--- config.mk ---
export PLATFORM = sky130hd
export DESIGN_NAME = phase_seq
export DESIGN_NICKNAME = d
export VERILOG_FILES = /design/src/rtl/phase_seq_pkg.sv /design/src/rtl/seq_fsm.sv /design/src/rtl/seq_pc.sv /design/src/rtl/seq_decode.sv /design/src/rtl/phase_seq.sv
export SDC_FILE = /design/constraint.sdc
export NUM_CORES = 1
export LEC_CHECK = 0
export BUFFER_PORTS_ARGS = -buffer_cell sky130_fd_sc_hd__buf_4
export CORE_ASPECT_RATIO = 0.9
export CORE_MARGIN = 2
export CORE_UTILIZATION = 25
export DETAILED_ROUTE_END_ITERATION = 6
export PLACE_DENSITY = 0.43
export SLEW_MARGIN = 25
export SYNTH_ARGS = -nofsm -noshare
export SYNTH_HDL_FRONTEND = slang
export SYNTH_HIERARCHICAL = 1
export SYNTH_SLANG_ARGS = --single-unit
--- constraint.sdc ---
create_clock -name clk_i -period 3.1 [get_ports clk_i]
set_input_delay 0.155 -clock clk_i [delete_from_list [all_inputs] [get_ports clk_i]]
set_output_delay 0.155 -clock clk_i [all_outputs]
set_load 0.02 [all_outputs]
--- src/rtl/phase_seq_pkg.sv ---
package phase_seq_pkg;
  typedef enum logic [1:0] {
    PH_FETCH  = 2'd0,
    PH_DECODE = 2'd1,
    PH_EXEC   = 2'd2
  } phase_e;

  localparam int unsigned ILEN   = 32;
  localparam int unsigned REG_AW = 5;

  localparam logic [6:0] OPC_LOAD   = 7'b0000011;
  localparam logic [6:0] OPC_OPIMM  = 7'b0010011;
  localparam logic [6:0] OPC_AUIPC  = 7'b0010111;
  localparam logic [6:0] OPC_STORE  = 7'b0100011;
  localparam logic [6:0] OPC_OP     = 7'b0110011;
  localparam logic [6:0] OPC_LUI    = 7'b0110111;
  localparam logic [6:0] OPC_BRANCH = 7'b1100011;
  localparam logic [6:0] OPC_JALR   = 7'b1100111;
  localparam logic [6:0] OPC_JAL    = 7'b1101111;

  typedef struct packed {
    logic [REG_AW-1:0] rd;
    logic [REG_AW-1:0] rs1;
    logic [REG_AW-1:0] rs2;
    logic [2:0]        funct3;
  } fields_t;
endpackage

--- src/rtl/seq_fsm.sv ---
module seq_fsm
  import phase_seq_pkg::*;
(
  input  logic   clk_i,
  input  logic   rst_ni,
  input  logic   stall_i,
  output phase_e phase_o,
  output logic   fetch_o,
  output logic   decode_o,
  output logic   exec_o,
  output logic   exec_last_o
);
  phase_e state_q, state_d;

  always_comb begin
    unique case (state_q)
      PH_FETCH:  state_d = PH_DECODE;
      PH_DECODE: state_d = PH_EXEC;
      PH_EXEC:   state_d = stall_i ? PH_EXEC : PH_FETCH;
      default:   state_d = PH_FETCH;
    endcase
  end

  always_ff @(posedge clk_i or negedge rst_ni) begin
    if (!rst_ni) state_q <= PH_FETCH;
    else         state_q <= state_d;
  end

  assign phase_o     = state_q;
  assign fetch_o     = (state_q == PH_FETCH);
  assign decode_o    = (state_q == PH_DECODE);
  assign exec_o      = (state_q == PH_EXEC);
  assign exec_last_o = exec_o && !stall_i;
endmodule

--- src/rtl/seq_pc.sv ---
module seq_pc #(
  parameter int unsigned     PC_W     = 32,
  parameter logic [PC_W-1:0] RESET_PC = '0
) (
  input  logic            clk_i,
  input  logic            rst_ni,
  input  logic            step_i,
  input  logic            load_i,
  input  logic [PC_W-1:0] target_i,
  output logic [PC_W-1:0] pc_o
);
  localparam logic [PC_W-1:0] STEP = PC_W'(phase_seq_pkg::ILEN / 8);

  logic [PC_W-1:0] pc_q;

  always_ff @(posedge clk_i or negedge rst_ni) begin
    if (!rst_ni)     pc_q <= RESET_PC;
    else if (load_i) pc_q <= target_i;
    else if (step_i) pc_q <= pc_q + STEP;
  end

  assign pc_o = pc_q;
endmodule

--- src/rtl/seq_decode.sv ---
module seq_decode
  import phase_seq_pkg::*;
(
  input  logic            clk_i,
  input  logic            rst_ni,
  input  logic            en_i,
  input  logic [ILEN-1:0] word_i,
  output logic [ILEN-1:0] instr_o,
  output fields_t         fields_o,
  output logic [ILEN-1:0] imm_o,
  output logic            shift_op_o,
  output logic            shift_right_o,
  output logic            shift_arith_o,
  output logic            wb_ok_o
);
  logic [6:0]      opc;
  logic [2:0]      f3;
  logic [ILEN-1:0] imm_d;
  logic            is_shift, wb_ok_d;
  fields_t         fields_d;

  assign opc = word_i[6:0];
  assign f3  = word_i[14:12];

  always_comb begin
    unique case (opc)
      OPC_LOAD, OPC_OPIMM, OPC_JALR:
        imm_d = {{20{word_i[31]}}, word_i[31:20]};
      OPC_STORE:
        imm_d = {{20{word_i[31]}}, word_i[31:25], word_i[11:7]};
      OPC_BRANCH:
        imm_d = {{19{word_i[31]}}, word_i[31], word_i[7], word_i[30:25],
                 word_i[11:8], 1'b0};
      OPC_LUI, OPC_AUIPC:
        imm_d = {word_i[31:12], 12'b0};
      OPC_JAL:
        imm_d = {{11{word_i[31]}}, word_i[31], word_i[19:12], word_i[20],
                 word_i[30:21], 1'b0};
      default:
        imm_d = '0;
    endcase
  end

  assign is_shift = ((opc == OPC_OPIMM) || (opc == OPC_OP)) &&
                    ((f3 == 3'b001) || (f3 == 3'b101));

  // no write-back for stores, branches or x0
  assign wb_ok_d = (opc != OPC_STORE) && (opc != OPC_BRANCH) &&
                   (word_i[11:7] != '0);

  assign fields_d = '{rd: word_i[11:7], rs1: word_i[19:15],
                      rs2: word_i[24:20], funct3: f3};

  always_ff @(posedge clk_i or negedge rst_ni) begin
    if (!rst_ni) begin
      instr_o       <= '0;
      fields_o      <= '0;
      imm_o         <= '0;
      shift_op_o    <= 1'b0;
      shift_right_o <= 1'b0;
      shift_arith_o <= 1'b0;
      wb_ok_o       <= 1'b0;
    end else if (en_i) begin
      instr_o       <= word_i;
      fields_o      <= fields_d;
      imm_o         <= imm_d;
      shift_op_o    <= is_shift;
      shift_right_o <= is_shift && f3[2];
      shift_arith_o <= is_shift && f3[2] && word_i[30];
      wb_ok_o       <= wb_ok_d;
    end
  end
endmodule

--- src/rtl/phase_seq.sv ---
module phase_seq
  import phase_seq_pkg::*;
#(
  parameter int unsigned     PC_W     = 32,
  parameter logic [PC_W-1:0] RESET_PC = '0
) (
  input  logic                  clk_i,
  input  logic                  rst_ni,
  input  logic [ILEN-1:0]       mem_rdata_i,
  input  logic                  shift_stall_i,
  input  logic                  unalign_stall_i,
  input  logic                  branch_taken_i,
  input  logic [PC_W-1:0]       branch_target_i,
  output logic [1:0]            phase_o,
  output logic [PC_W-1:0]       pc_o,
  output logic                  mem_data_sel_o,
  output logic                  ir_en_o,
  output logic                  rf_we_o,
  output logic [ILEN-1:0]       instr_o,
  output logic [REG_AW-1:0]     rd_o,
  output logic [REG_AW-1:0]     rs1_o,
  output logic [REG_AW-1:0]     rs2_o,
  output logic [2:0]            funct3_o,
  output logic [ILEN-1:0]       imm_o,
  output logic                  shift_op_o,
  output logic                  shift_right_o,
  output logic                  shift_arith_o
);
  phase_e  phase;
  logic    stall, is_fetch, is_decode, is_exec, exec_last, wb_ok;
  fields_t fields;

  assign stall = shift_stall_i || unalign_stall_i;

  seq_fsm u_fsm (
    .clk_i       (clk_i),
    .rst_ni      (rst_ni),
    .stall_i     (stall),
    .phase_o     (phase),
    .fetch_o     (is_fetch),
    .decode_o    (is_decode),
    .exec_o      (is_exec),
    .exec_last_o (exec_last)
  );

  seq_pc #(.PC_W(PC_W), .RESET_PC(RESET_PC)) u_pc (
    .clk_i    (clk_i),
    .rst_ni   (rst_ni),
    .step_i   (is_fetch),
    .load_i   (exec_last && branch_taken_i),
    .target_i (branch_target_i),
    .pc_o     (pc_o)
  );

  seq_decode u_dec (
    .clk_i         (clk_i),
    .rst_ni        (rst_ni),
    .en_i          (is_decode),
    .word_i        (mem_rdata_i),
    .instr_o       (instr_o),
    .fields_o      (fields),
    .imm_o         (imm_o),
    .shift_op_o    (shift_op_o),
    .shift_right_o (shift_right_o),
    .shift_arith_o (shift_arith_o),
    .wb_ok_o       (wb_ok)
  );

  assign phase_o        = phase;
  assign mem_data_sel_o = is_exec;
  assign ir_en_o        = is_decode;
  assign rf_we_o        = exec_last && wb_ok;
  assign rd_o           = fields.rd;
  assign rs1_o          = fields.rs1;
  assign rs2_o          = fields.rs2;
  assign funct3_o       = fields.funct3;
endmodule

Word level (Yosys, flattened, before mapping)

Index checks and enable logic that the tools add are counted.

Register bits after elaboration: 120
Word-level logic and storage cells: 50
Input port bits: 69
Output and inout port bits: 122

Muxes and demuxes: 5
Add/subtract/negate cells: 1
Equality and inequality tests: 15
Reductions and logical operators: 17

Operators by type and width:

| operator                                            | number |
|---|---|
| one-hot mux 32 bit (5 select lines)                 | 1 |
| 2-to-1 mux 32 bit                                   | 2 |
| adder 32 x 3 -> 32 bit, second input constant       | 1 |
| equality test 7 x 6 -> 1 bit, second input constant | 3 |
| equality test 7 bit, second input constant          | 3 |
| equality test 7 x 5 -> 1 bit, second input constant | 2 |
| logical AND 1 bit                                   | 8 |
| equality test 7 x 2 -> 1 bit, second input constant | 1 |
| != test 7 x 6 -> 1 bit, second input constant       | 1 |
| != test 7 bit, second input constant                | 1 |
| one-hot mux 2 bit (3 select lines)                  | 1 |
| nonzero test 5 bit                                  | 1 |
| equality test 3 x 1 -> 1 bit, second input constant | 1 |
| equality test 3 bit, second input constant          | 1 |
| logical OR 1 bit                                    | 3 |
| OR reduction 3 bit                                  | 1 |
| equality test 2 x 1 -> 1 bit, second input constant | 1 |
| equality test 2 bit, second input constant          | 1 |
| logical NOT 2 bit                                   | 1 |
| 2-to-1 mux 2 bit                                    | 1 |
| nonzero test 2 bit                                  | 1 |
| OR reduction 2 bit                                  | 1 |
| logical NOT 1 bit                                   | 1 |

Logic depth before layout (Yosys ltp)

Gate-level depths: netlist of the first run.

Depth in word-level cells: 5
Gate-level depth with buffers: 8
Depth with buffers taken out: 6

Cells and area by module

Netlist of the first run, hierarchy kept.

Modules (own cells, without submodules):

| module     | area each (um2) | times used | sequential area each (um2) | cells each |
|---|---|---|---|---|
| seq_decode | 3004.1          | 1          | 1701.6                     | 261 |
| seq_pc     | 1820.5          | 1          | 800.8                      | 200 |
| seq_fsm    | 82.6            | 1          | 50.0                       | 7 |
| phase_seq  | 18.8            | 1          | 0.0                        | 3 |

Worst setup path before layout of the first run

Ideal clock, no wire load.

Kind: register to register
Start point: register u_fsm.state_q[0], in the netlist u_fsm/phase_o[0]
End point: register u_pc.pc_q[29], in the netlist u_pc/pc_o[29]
Path slack: 0.786 ns
Buffers on the path: 2
Arrival time: 2.232 ns
Setup time: 0.082 ns
Cell stages (with the launch flop): 8
Cells stage by stage: dfrtp_1 nor2_1 buf_6 nand4_2 buf_6 or4b_4 or4_1 a31oi_1

Elaborated cells between the ends (all ways): 6
Those cells by class: eq/ne: 1; mux: 1; reduce/logical: 4

RTL lines:

| what                                | RTL line        | source |
|---|---|---|
| start, declared                     | seq_fsm.sv:13   | `phase_e state_q, state_d;` |
| start signal, assigned              | seq_fsm.sv:26   | `else state_q <= state_d;` |
| logical NOT 2 bit                   | seq_fsm.sv:30   | `assign fetch_o = (state_q == PH_FETCH);` |
| named net is_fetch                  | phase_seq.sv:30 | `logic stall, is_fetch, is_decode, is_exec, exec_last, wb_ok;` |
| nonzero test 2 bit (no source line) | n/a             |  |
| end signal, assigned                | seq_pc.sv:18    | `else if (load_i) pc_q <= target_i;` |
| end signal, assigned                | seq_pc.sv:19    | `else if (step_i) pc_q <= pc_q + STEP;` |
| end, declared                       | seq_pc.sv:14    | `logic [PC_W-1:0] pc_q;` |

The timed path passes the listed nets, and every way through them passes these cells.
A chain may end at the register's enable or synchronous reset.

Worst setup path after layout of the first run

Start point: register u_fsm.state_q[1], in the netlist u_fsm/phase_o[1]
End point: register u_pc.pc_q[31], in the netlist u_pc/pc_o[31]

Same word-level chain as after synthesis.

==> impl_metrics.ini, run 1 <==
[worst_setup_path]
critPathMaxStageDelay_ns = 0.56
worstReg2RegEnd = u_pc/pc_o[31]
slowest_stage = or4_1
worstPathRequired_ns = 3.35
cp_top_family = simple AND/OR/NAND/NOR gates
crit_fanout = 11
r2r.worst_path.cells = 7
path_cells = nor2_1 > buf_4 > nand4_2 > buf_4 > or3_1 > or4_1 > a31oi_1
rrSetupSlack_ns = 0.72
cp.arrival_ns = 2.63
setup.worst_path.end_class = flop
startpoint = u_fsm/phase_o[1]
r2r_start = u_fsm/phase_o[1]
critPathMostFrequentCell = buf_4
critPathKind = reg -> reg
worst-path-buf-inv = 2
start_kind = flop

[final_layout]
area_growth_syn_to_layout_pct = 38.96
antenna_cells = 0
fin_nets = 709
fin_cells = 893
fillerInstances = 1997
layout-drive-gt1-share_pct = 38.57

[route]
firstDrtPassIters = 5
drt_iter0_markers = 262
drt-wirelength-per-cell_um = 17.44
via_per_inst = 4.711
drt_wl_total_mm = 15.58
num_vias = 4207
met3_length_um = 589
antenna_left = 0
routed-wl-met2_mm = 7.581
routed.top_layer = met4
drt-met1-wl_mm = 7.201
drc_errors = 0

[synthesis]
netlist_area_sq_mm = 0.004926
yosys_warnings = 6
synth_top_area_share_pct = 51.82
ys_async_sr_fraction_pct = 100.0
synth_largest_area_cell = dfrtp_1
synth-edff-count = 0
ys_top_cells_by_area = dfrtp_1, mux2_2, o21ai_0
ys_types = 52
synth-seq-cells = 102
syn-num-nets = 541
yosysMostFrequentCell = dfrtp_1
seq_area_frac_synth_pct = 51.82
syn_inst = 471
yosys_most_used_dff = dfrtp_1
avgSynthCellArea_sq_um = 10.46
netlist_top_cells_count = dfrtp_1, nand2_1, o21ai_0

[sta]
rsz0062_at_grt = no
worst_pin_slew_ns = 0.9185
setup_viol = 0
hold_violations = 0
setup_ws_ns = 0.7244
finalMaxSlewViolations = 0
period_needed_ns = 2.376
max_slew_margin_pct = 38.70
timing.final.crit_share_pct = 76.63
fin_skew_ns = 0.007362
fin_tns_setup_ns = 0
fmax_mhz = 420.9

[clock_network]
cts_resized = 0
ctsHtreeMaxLevel = 3
cts.clk_slew.worst_paths_ns = 0.07
cts_buffers = 9
postCtsHoldBufs = 4
cts_setup_buffers = 0
cts_tree = built
clk_latency_ns = 0.35
clockBufferDepth = 2
root_buffer = clkbuf_16
cts.sinks = 102

[global_route]
grt_pass1_wl_mm = 24.01
antenna_found_initial = 0
grt-ovfl-total = 0
track_usage_pct = 14.75
grt_pass1_vias = 4097
grt_max_degree = 63

[die]
start_util_pct = 25.55
io_pins = 191
rows = 48
die-area_sq_mm = 0.02084
die_w_um = 152.0
core_area_sq_mm = 0.01928
die-height_um = 137.2

[place]
portBuffers = 190
pre_cts_slack_ns = 0.7724
dpl.hpwl_mm = 11.44
routabilityCongestion = 0.7360
dpl.cell_count = 874

[min_path]
hp-class = in -> reg
hold_depth = 3
hold_path_end = u_pc/pc_o[12]
min_from = branch_target_i[12]

[job]
max_cap_viol_count = 0

[power]
vdd_drop_max_mv = 0.4809
powerDensity_mw_per_mm2 = 973.1
p_leak_uw = 0.003047

[outcome]
outcome = finished, final reports clean
## how the worst max path moves through the flow
stage / cells after the start / end
floorplan: 7 / u_pc/pc_o[29]
global route: 7 / u_pc/pc_o[31]
finish: 7 / u_pc/pc_o[31]
global placement: 7 / u_pc/pc_o[27]
detailed placement: 7 / u_pc/pc_o[27]
CTS: 7 / u_pc/pc_o[27]
## through the flow
stage	hold slack (ns)	util, %	instance area [sq um]	total power (uW)
6_report	0.02510	35.51	6845	6661
5_1_grt	0.02525	35.51	6845	7077
4_1_cts	0.005715	35.51	6845	6764
3_5_place_dp	0.1896	33.63	6482	5461
3_3_place_gp	0.1779	33.63	6482	5418
2_1_floorplan	-0.1406	-	4926	4125
## layout by cell type, fill, tap and decap left out, drive strengths merged, types with 4 or more instances in the layout
cell type	instances
nor2b	4
and2	12
nand2	41
clkbuf	11
o31ai	13
nor3	6
a31oi	13
mux2	25
o221ai	10
nor4	4
inv	30
a22o	6
dlygate4sd3	4
nand4	9
and4	6
o2bb2ai	12
dfrtp	102
o21ai	39
buf	197
xor2	6
nand3	11
a221oi	4
or4	12
xnor2	9
nor2	26
## final cells by class
class | instances | area, sq um | area share (%)
clock buffer | 11 | 252.7 | 3.692
clock inverter | 4 | 70.07 | 1.024
inverter | 31 | 116.4 | 1.700
multi-input combinational | 294 | 2009 | 29.35
sequential | 102 | 2552 | 37.29
tap | 250 | 312.8 | 4.570
timing repair buffer | 201 | 1531 | 22.37
## power by group
part           internal (uW)  switching (uW)  leakage [uW]
Sequential              1830             523       0.00127
Clock                    746             514      0.000161
Combinational           1350            1700       0.00161
## worst reg2reg max path: stages (launching register included)
cell	delay [ns]
dfrtp_1	0.43
nor2_1	0.11
buf_4	0.17
nand4_2	0.10
buf_4	0.19
or3_1	0.52
or4_1	0.56
a31oi_1	0.20
## logic make-up (layout without fill, tap and decap cells)
| logic type | Yosys count | count (layout) | share of synthesized area, % |
|---|---|---|---|
| AOI/OAI and AO/OA | 106 | 106 | 14.96 |
| xor gates and xnor gates | 15 | 15 | 2.667 |
| adders and majority gates | 1 | 1 | 0.2540 |
| buffers and inverters | 75 | 247 | 7.544 |
| DFF | 102 | 102 | 51.82 |
| muxes | 27 | 27 | 6.121 |
| and+or+nand+nor | 145 | 145 | 16.64 |
## sequential cells by signal, summed over array words and instances (netlist names)
signal               count
u_dec/instr_o           32
u_dec/shift_right_o      1
u_pc/pc_o               32
u_dec/wb_ok_o            1
u_dec/shift_arith_o      1
u_fsm/phase_o            2
u_dec/imm_o             32
u_dec/shift_op_o         1
## metal layers
layer  vias to the layer above  track usage, %
met5                         -               0
met4                         0           4.258
met3                        12           3.072
met2                       106           24.02
met1                      2076           19.94
li1                       2013               -
No activity file was read; power rests on OpenSTA's default activity.
==> run 2, diff against run 1 <==
--- a/config.mk
+++ b/config.mk
@@ -5,6 +5,7 @@
 export SDC_FILE = /design/constraint.sdc
 export NUM_CORES = 1
 export LEC_CHECK = 0
+export ABC_AREA = 1
 export BUFFER_PORTS_ARGS = -buffer_cell sky130_fd_sc_hd__buf_4
 export CORE_ASPECT_RATIO = 0.9
 export CORE_MARGIN = 2
==> constraint.sdc (replaced) <==
create_clock -name clk_i -period 2 [get_ports clk_i]
set_input_delay 0.1 -clock clk_i [delete_from_list [all_inputs] [get_ports clk_i]]
set_output_delay 0.1 -clock clk_i [all_outputs]
set_load 0.02 [all_outputs]
==> run 2 against run 1 <==
Net effect: combinational power is 57% higher; critical endpoint is now u_pc/pc_o[12]; cell area rose by 16%; critical path type unchanged; hold slack is essentially flat; largest power group unchanged; final cell count increased by 41%; global-route usage is 1.4 points higher.
==> impl_metrics.ini, run 2 <==
[route]
routed-wl-met2_mm = 8.134
firstDrtPassIters = 5
drc_errors = 0
num_vias = 5366
antenna_left = 0
drt-met1-wl_mm = 9.416
routed.top_layer = met4
drt-wirelength-per-cell_um = 14.87
drt_iter0_markers = 267
drt_wl_total_mm = 18.79
met3_length_um = 995
via_per_inst = 4.249

[clock_network]
cts.clk_slew.worst_paths_ns = 0.08
root_buffer = clkbuf_16
cts.sinks = 102
cts_buffers = 9
clk_latency_ns = 0.36
clockBufferDepth = 2
cts_tree = built
ctsHtreeMaxLevel = 3

[sta]
fmax_mhz = 572.2
fin_skew_ns = 0.01263
timing.final.crit_share_pct = 87.38
fin_tns_setup_ns = 0
max_slew_margin_pct = 73.83
hold_ws_ns = 0.02460
rsz0062_at_grt = no
period_needed_ns = 1.748
finalMaxSlewViolations = 0
setup_ws_ns = 0.2524
setup_viol = 0
hold_violations = 0
worst_pin_slew_ns = 0.3926

[worst_setup_path]
start_kind = flop
cp.arrival_ns = 2.00
worstReg2RegEnd = u_pc/pc_o[12]
r2r.worst_path.cells = 9
setup.worst_path.end_class = flop
critPathMaxStageDelay_ns = 0.44
path_cells = nor3_2 > nand2_1 > inv_1 > inv_2 > nand2_1 > clkinvlp_4 > buf_4 > nand3_1 > nand3_1
crit_fanout = 11
critPathKind = reg -> reg
slowest_stage = dfrtp_1
worstPathRequired_ns = 2.25
r2r_start = u_fsm/phase_o[0]
rrSetupSlack_ns = 0.25

[synthesis]
yosys_most_used_dff = dfrtp_1
ys_types = 30
synth.mux.area_fraction_pct = 0
seq_area_frac_synth_pct = 46.52
ys_top_cells_by_area = dfrtp_1, nand2_1, nand3_1
synth_top_family_by_area = simple AND/OR/NAND/NOR gates
yosysMostFrequentCell = nand2_1
netlist_area_sq_mm = 0.005487
synth-seq-cells = 102
synth_top_area_share_pct = 46.52
syn_inst = 744
yosys.area_share.simple_pct = 36.58
synth_xor_xnor_area_share_pct = 0.9578
synth_compound_area_share_pct = 6.750
synth_largest_area_cell = dfrtp_1
syn-num-nets = 814
avgSynthCellArea_sq_um = 7.374
synth_fa_ha_area_share_pct = 0.2281
yosys_warnings = 6
ys_async_sr_fraction_pct = 100.0
netlist_top_cells_count = nand2_1, dfrtp_1, nand3_1
synth-edff-count = 0

[final_layout]
final_cell_mix = nand2_1, buf_4, dfrtp_1
layout-drive-gt1-share_pct = 27.47
fillerInstances = 2344
antenna_cells = 0
layout_commonest_cell = nand2_1
fin_nets = 1037
regArea_sq_mm = 0.002552
multiInputGateArea_sq_mm = 0.002442
area_growth_syn_to_layout_pct = 45.31

[min_path]
hp-class = in -> reg
hold_depth = 3
min_from = mem_rdata_i[26]
hold_path_end = u_dec/instr_o[26]

[die]
start_util_pct = 25.44
io_pins = 191
die-area_sq_mm = 0.02315
rows = 51
die_w_um = 160.2
die-height_um = 144.5
core_area_sq_mm = 0.02157

[global_route]
grt-ovfl-total = 0
track_usage_pct = 16.13
grt_max_degree = 46
grt_pass1_wl_mm = 28.64
grt_pass1_vias = 4965
antenna_found_initial = 0

[place]
portBuffers = 190
routabilityCongestion = 0.8285
pre_cts_slack_ns = 0.06594
dpl.hpwl_mm = 14.02

[power]
vdd_drop_max_mv = 0.4680
p_leak_uw = 0.004252
powerDensity_mw_per_mm2 = 1284

[outcome]
outcome = finished, final reports clean

[job]
max_cap_viol_count = 0
-- run 2: logic make-up after synthesis --
kind of cell | Yosys count
fa+ha+maj | 1
simple gates | 473
buf+inv | 102
compound gates | 60
xor+xnor | 6
flops | 102
-- run 2: report_power, final --
part / switching, uW / internal [uW]
registers: 720 / 2730
logic: 2880 / 1900
clock network: 857 / 1140
-- run 2: metal layers --
metal	vias to the layer above	GRT usage [%]
met3	15	3.958
met2	136	24.22
li1	2760	-
met1	2455	23.33
met5	-	0
met4	0	3.746
-- run 2: worst max-delay path: cells and delay by family (launching register included) --
family        cells  cell delay (ns)
simple gates      5             0.66
flops             1             0.44
buf+inv           4             0.54
-- run 2: area by class of cell --
type                            count  area share (%)
Clock buffer                       10           2.997
Clock inverter                      6           1.146
Inverter                           58           2.778
Multi-Input combinational cell    540           30.63
Sequential cell                   102           32.02
Tap cell                          291           4.567
Timing Repair Buffer              255           25.77
Timing Repair inverter              1         0.09416
-- run 2: how the worst max path moves through the flow --
| stage | startpoint | to | slack [ns] | cells past startpoint |
|---|---|---|---|---|
| floorplan | u_fsm/phase_o[1] | u_dec/imm_o[11] | 0.34 | 9 |
| global placement | u_fsm/phase_o[1] | u_pc/pc_o[16] | 0.08 | 9 |
| detailed placement | u_fsm/phase_o[1] | u_pc/pc_o[16] | 0.07 | 9 |
| CTS | u_fsm/phase_o[1] | u_pc/pc_o[16] | 0.02 | 9 |
| global route | u_fsm/phase_o[0] | u_pc/pc_o[14] | 0.07 | 9 |
| finish | u_fsm/phase_o[0] | u_pc/pc_o[12] | 0.25 | 9 |
-- run 2: through the flow --
step / util [%] / instances / power [uW] / instance area [sq um]
4_1_cts: 36.81 / 1259 / 10310 / 7939
3_5_place_dp: 33.14 / 1197 / 8172 / 7148
2_1_floorplan: - / 744 / 6169 / 5487
3_3_place_gp: 33.14 / 1197 / 8177 / 7148
5_1_grt: 36.96 / 1263 / 10950 / 7973
6_report: 36.96 / 1263 / 10230 / 7973
-- run 2: timing repair --
action                                  4_1_cts  5_1_grt
endpoints found under the hold margin        65        0
setup buffers                                 0        3
hold buffers                                 46        0
endpoints found under the setup margin        0       22
gates resized for setup                       0        2
